`config.mk`:
```
export PLATFORM = sky130hd
export DESIGN_NAME = clk_rst_bank
export DESIGN_NICKNAME = d
export VERILOG_FILES = /design/src/rtl/cr_pkg.sv /design/src/rtl/cr_decode.sv /design/src/rtl/cr_bank.sv /design/src/rtl/clk_rst_bank.sv
export SDC_FILE = /design/constraint.sdc
export NUM_CORES = 1
export LEC_CHECK = 0
export CAP_MARGIN = 40
export CORE_MARGIN = 4
export CORE_UTILIZATION = 40
export DETAILED_ROUTE_END_ITERATION = 16
export GPL_ROUTABILITY_DRIVEN = 0
export MAX_ROUTING_LAYER = met4
export PLACE_DENSITY = 0.69
export SYNTH_ARGS = -nofsm -noshare
export SYNTH_HDL_FRONTEND = slang
export SYNTH_SLANG_ARGS = --single-unit
```
`constraint.sdc`:
```
create_clock -name clk -period 2.8 [get_ports clk]
set_input_delay 0.7 -clock clk [delete_from_list [all_inputs] [get_ports clk]]
set_output_delay 0.7 -clock clk [all_outputs]
set_load 0.02 [all_outputs]
```
`src/rtl/cr_pkg.sv`:
```
package cr_pkg;
  localparam int BANK_W   = 32;
  localparam int NBANK    = 4;
  localparam int CLR_OFS  = 'h4;

  typedef enum logic [1:0] {
    BK_RST_LO = 2'd0,
    BK_RST_HI = 2'd1,
    BK_CLK_LO = 2'd2,
    BK_CLK_HI = 2'd3
  } bank_e;

  typedef struct packed {
    logic  hit;
    logic  clr;
    bank_e bank;
  } cr_dec_t;

  function automatic int bank_base(input int b);
    case (b)
      0:       return 'h040;
      1:       return 'h050;
      2:       return 'h080;
      default: return 'h090;
    endcase
  endfunction
endpackage

```
`src/rtl/cr_decode.sv`:
```
module cr_decode
  import cr_pkg::*;
#(
  parameter int ADDR_W = 12
) (
  input  logic [ADDR_W-1:0] addr,
  output cr_dec_t           dec
);
  always_comb begin
    dec = '0;
    for (int b = 0; b < NBANK; b++) begin
      if (addr == ADDR_W'(bank_base(b))) begin
        dec.hit  = 1'b1;
        dec.clr  = 1'b0;
        dec.bank = bank_e'(b);
      end else if (addr == ADDR_W'(bank_base(b) + CLR_OFS)) begin
        dec.hit  = 1'b1;
        dec.clr  = 1'b1;
        dec.bank = bank_e'(b);
      end
    end
  end
endmodule

```
`src/rtl/cr_bank.sv`:
```
module cr_bank #(
  parameter int           W       = 32,
  parameter logic [W-1:0] RST_VAL = '1
) (
  input  logic         clk,
  input  logic         rst_n,
  input  logic         set_en,
  input  logic         clr_en,
  input  logic [W-1:0] mask,
  output logic [W-1:0] q
);
  always_ff @(posedge clk) begin
    if (!rst_n)      q <= RST_VAL;
    else if (set_en) q <= q | mask;
    else if (clr_en) q <= q & ~mask;
  end
endmodule

```
`src/rtl/clk_rst_bank.sv`:
```
module clk_rst_bank
  import cr_pkg::*;
#(
  parameter int ADDR_W    = 12,
  parameter int INV_IDX   = 14,
  parameter int DIV13_BIT = 31
) (
  input  logic              clk,
  input  logic              rst_n,
  input  logic              req_valid,
  output logic              req_ready,
  input  logic              req_write,
  input  logic [ADDR_W-1:0] req_addr,
  input  logic [31:0]       req_wdata,
  output logic              rsp_valid,
  output logic [31:0]       rsp_rdata,
  output logic [63:0]       clk_en,
  output logic [63:0]       rst_hold,
  output logic              uart_div13
);
  localparam int           NIDX     = 2 * BANK_W;
  localparam logic [63:0]  CLK_INIT = ~(64'd1 << INV_IDX);

  cr_dec_t                        dec;
  logic [NBANK-1:0][BANK_W-1:0]   bank_q;
  logic                           wr_go;
  logic                           rd_go;

  assign req_ready = 1'b1;
  assign wr_go     = req_valid & req_write & dec.hit;
  assign rd_go     = req_valid & ~req_write;

  cr_decode #(.ADDR_W(ADDR_W)) u_dec (
    .addr (req_addr),
    .dec  (dec)
  );

  for (genvar b = 0; b < NBANK; b++) begin : g_bank
    localparam logic [BANK_W-1:0] INIT =
      (b == int'(BK_CLK_LO)) ? CLK_INIT[BANK_W-1:0] :
      (b == int'(BK_CLK_HI)) ? CLK_INIT[NIDX-1:BANK_W] : '1;
    logic sel;
    assign sel = wr_go && (dec.bank == bank_e'(b));
    cr_bank #(.W(BANK_W), .RST_VAL(INIT)) u_bank (
      .clk    (clk),
      .rst_n  (rst_n),
      .set_en (sel & ~dec.clr),
      .clr_en (sel & dec.clr),
      .mask   (req_wdata),
      .q      (bank_q[b])
    );
  end

  // Stored clock bits become run-enables; the inverted index keeps its bit.
  assign rst_hold   = {bank_q[BK_RST_HI], bank_q[BK_RST_LO]};
  assign clk_en     = {bank_q[BK_CLK_HI], bank_q[BK_CLK_LO]} ^ CLK_INIT;
  assign uart_div13 = bank_q[BK_CLK_LO][DIV13_BIT];

  always_ff @(posedge clk) begin
    if (!rst_n) begin
      rsp_valid <= 1'b0;
      rsp_rdata <= '0;
    end else begin
      rsp_valid <= rd_go;
      if (rd_go) rsp_rdata <= dec.hit ? bank_q[dec.bank] : '0;
    end
  end
endmodule

```
# == Yosys cells after proc, flatten, opt, wreduce, memory -nomap -nowiden ==
# Cells that the tools add are included.
# totals
regBits,161
input_bits,48
output_inout_bits,163
word_cells,77
# classes
add_sub_neg,4
magnitude_cmp,1
n_eq_ne,11
n_mux,23
bitwise_logic,23
n_reduce_logical,9
# op_table
op,count
32-bit two-way mux,10
32-bit AND,4
32-bit bitwise OR,4
32-bit binary-select mux with 2-bit select,1
63-bit inverter,1
"12-bit by 4-bit adder with 12-bit output, second input constant",4
12-bit == test,4
12-bit two-way mux,4
4-bit two-way mux,8
32-bit inverter,1
"12-bit by 7-bit == test with 1-bit output, second input constant",2
"12-bit by 8-bit == test with 1-bit output, second input constant",2
1-bit AND,11
2-bit nonzero test,4
"2-bit == test, second input constant",2
1-bit logical AND,4
"2-bit by 3-bit < comparator with 1-bit output, second input constant",1
"2-bit by 1-bit == test with 1-bit output, second input constant",1
2-bit zero test,1
1-bit inverter,2

# == Longest topological paths before layout ==
# Gate-level depths: netlist of the first run.
# depth
word_depth,17
depth_mapped,6
mapped_depth_nobuf,4

# == Hierarchy ==
# A second synthesis of the first run with hierarchy kept.
# unflattened
hier_cells,632
hier_area_um2,6829.0
# modules_own_cells
module,n_inst,cells_each,area_per_inst_um2,seq_area_each_um2
cr_bank at g_bank[0].u_bank ...,3,106,1141.1,640.6
clk_rst_bank,1,197,2189.6,660.6
cr_bank at g_bank[2].u_bank,1,107,1146.1,640.6
cr_decode,1,10,70.1,0.0

# == Worst setup path after synthesis of the first run ==
# Ideal clock, no wire load.
# synth_path
kind,input to register
startpoint,input port req_addr[11]
endpoint,register (tool-made name)
setup_time_ps,130
arrival_time_ps,2258
required_time_ps,2670
slack_ps,412
path_stages,6
n_path_buf,2
path_cell_list,or4_1 buf_2 nor4_4 clkbuf_1 and3_1 o21ai_1
# synth_rtl
item,line,rtl
"start, declared",clk_rst_bank.sv:13,"input logic [ADDR_W-1:0] req_addr,"

==> results of run 1 <==
==> worst max-delay path, delay by kind of cell <==
family | cells | cell delay [ns]
AOI/OAI and AO/OA | 2 | 0.29
buffers and inverters | 3 | 0.87
and+or+nand+nor | 2 | 0.94
==> worst max-delay path by stage <==
stage            startpoint       end  slack, ns  cells past startpoint
2_1_floorplan  req_addr[11]  register       0.41                      6
3_3_place_gp   req_addr[10]  register      -0.05                      7
3_5_place_dp   req_addr[10]  register      -0.10                      7
4_1_cts        req_addr[10]  register       0.32                      7
5_1_grt        req_addr[10]  register       0.22                      7
6_report       req_addr[10]  register       0.32                      7
==> metal layers <==
layer	part of all wire, %	vias to the layer above	routed length, um
li1	-	3391	-
met1	44	3474	10850
met2	46	352	11370
met3	8.3	42	2063
met4	1.9	0	459
met5	0	-	0
==> placed cells by master (no fill, tap or decap), types with 30 or more instances in the layout <==
cell,Yosys,layout
and3_1,33,33
a22oi_1,32,32
a21oi_1,65,64
o21ai_0,33,33
nand2_1,33,33
inv_1,97,96
o221ai_1,32,32
o21ai_1,30,30
clkdlybuf4s50_1,0,208
buf_4,69,30
dfxtp_1,161,161
a31oi_1,64,64
nor3_1,33,33
a211oi_1,64,64
o22ai_1,32,32
==> power breakdown <==
part	internal, mW	switching, mW
clock	1.51	0.971
sequential	2.29	0.000387
combinational	0.120	0.185
total	3.92	1.16
==> cell families (layout without fill, tap and decap cells) <==
family,count (synthesis),after routing,share of synthesized area (%)
AOI/OAI and AO/OA,352,352,29.96
xor gates and xnor gates,1,1,0.1170
buffers and inverters,271,378,17.54
DFF,161,161,43.06
other,1,1,0.05010
and+or+nand+nor,122,122,9.278
==> final cells by class <==
| type | instances | area, sq um |
|---|---|---|
| Multi-Input combinational cell | 476 | 2997 |
| Fill cell | 1629 | 8197 |
| Inverter | 98 | 367.9 |
| Tap cell | 229 | 286.5 |
| Clock buffer | 18 | 439.2 |
| Sequential cell | 161 | 3223 |
| Timing Repair Buffer | 249 | 2512 |
| Clock inverter | 13 | 186.4 |
==> metrics by stage <==
step	power, mW	util (%)	worst slack (ns)
6_report	5.080	54.99	0.3174
5_1_grt	5.233	54.99	0.2250
4_1_cts	5.102	54.99	0.3243
3_5_place_dp	2.643	51.55	-0.1028
3_3_place_gp	2.633	51.44	-0.05172
2_1_floorplan	2.500	-	0.4117
==> flow_summary.ini, run 1 <==
[status]
outcome = finished clean

[worst_hold_path]
min_to = rsp_rdata[1]
hold_start = rsp_rdata[1]
min_path_type = reg -> reg
holdPathStages = 2

[worst_setup_path]
path_max_fanout = 34
cp.arrival_ns = 2.83
cp_slowest_stage_delay_ns = 0.53
critical_path_class = in -> reg
crit_slowest_cell = or4_1
cp-start-kind = input port
reg2reg_setup_slack_ns = 1.99
timing.rr.end = rsp_rdata[14]
end_kind = register
worstPathRequired_ns = 3.15
path_cells = clkdlybuf4s50_1 > or4_1 > buf_4 > nor4_4 > buf_12 > a211oi_1 > a31oi_1
reg2reg_depth = 2

[global_route]
grt_overflow = 0
grt_pass1_wl_um = 38320
grt_most_used_layer = met2
grt.total_usage_pct = 24.14
grt_max_degree = 65
met1_usage_pct = 31.62
antenna_found_initial = 0
grt_util_met3_pct = 5.652
first_global_vias = 7044
met2_usage_pct = 37.11

[detailed_routing]
vias = 7259
antenna_left = 0
drt_iter0_drc = 582
finalWirelength_um = 24740
dr.pass1.iters = 6
drcViolationCount = 0
routed_via_density = 5.835
wire_per_inst_um = 19.89

[sta]
rsz0062_at_grt = false
whs_ns = 0.4620
clock_skew_ns = 0.007580
timing.final.crit_share_pct = 88.66
hold_viol = 0
tightest_slew_ns = 0.5470
clock.fmax_mhz = 402.8
fin_crit_ns = 2.483
fin_setup_tns_ns = 0
slew_headroom_pct = 63.48
final-setup-viol-count = 0
report.final.slew_viol_count = 0

[synth]
yosys_warnings = 0
yosysMostFrequentCell = dfxtp_1
synth_top_area_share_pct = 43.06
ys_ff_latch = 161
syn_area_sq_mm = 0.007485
seq_area_frac_synth_pct = 43.06
postSynth.asyncResetShare_pct = 0
syn_area_per_cell_sq_um = 8.243
synth_area_leader_cell = dfxtp_1
ys_types = 34
syn-num-nets = 956
synth_commonest_cells = dfxtp_1, inv_1, clkbuf_1, buf_4, a21oi_1
synth_top_flop_cell = dfxtp_1
netlist_instances = 908
synth-edff-count = 0
yosys-top-cells-area = dfxtp_1, buf_4, a211oi_1

[power]
power.density_mw_per_mm2 = 507.4
ir_drop_mv = 0.4328
leakagePower_nw = 4.354

[clock_tree]
worstSkewPairLatency_ns = 0.43
cts_tree = yes
cts_buffers = 17
cts_sinks = 161
clock_path_buffers = 2
hold_buffers = 0
post_cts_buffers = 0
htreeDepth = 4
cts_resized = 0
cts_root_buf = clkbuf_16
clkTransAtPathRegs_ns = 0.06

[run]
maxCapViolCount = 0

[floorplanning]
fp.dieArea_sq_mm = 0.02096
io_pins = 211
coreArea_sq_mm = 0.01821
start_util_pct = 41.10
row_count = 49
die_w_um = 144.8
die_h_um = 144.8

[finish]
final_area_sq_mm = 0.01001
final_nets = 1051
antenna_cells = 0
stdcell_count = 1244
drive_gt1_share_pct = 8.276
area_delta_synth_final_pct = 33.77

[placed_design]
place_area_sq_mm = 0.009387
hpwl_um = 16330
portBuffers = 209
dp_cells = 1213
Note: power is estimated with default switching activity, not from simulation.
==> run 2, diff against run 1 <==
Settings changed: CTS_CLUSTER_DIAMETER set to 80, SLEW_MARGIN set to 10.
==> results of run 2 <==
No change in the layout: final DEF, timing and power equal those of run 1.
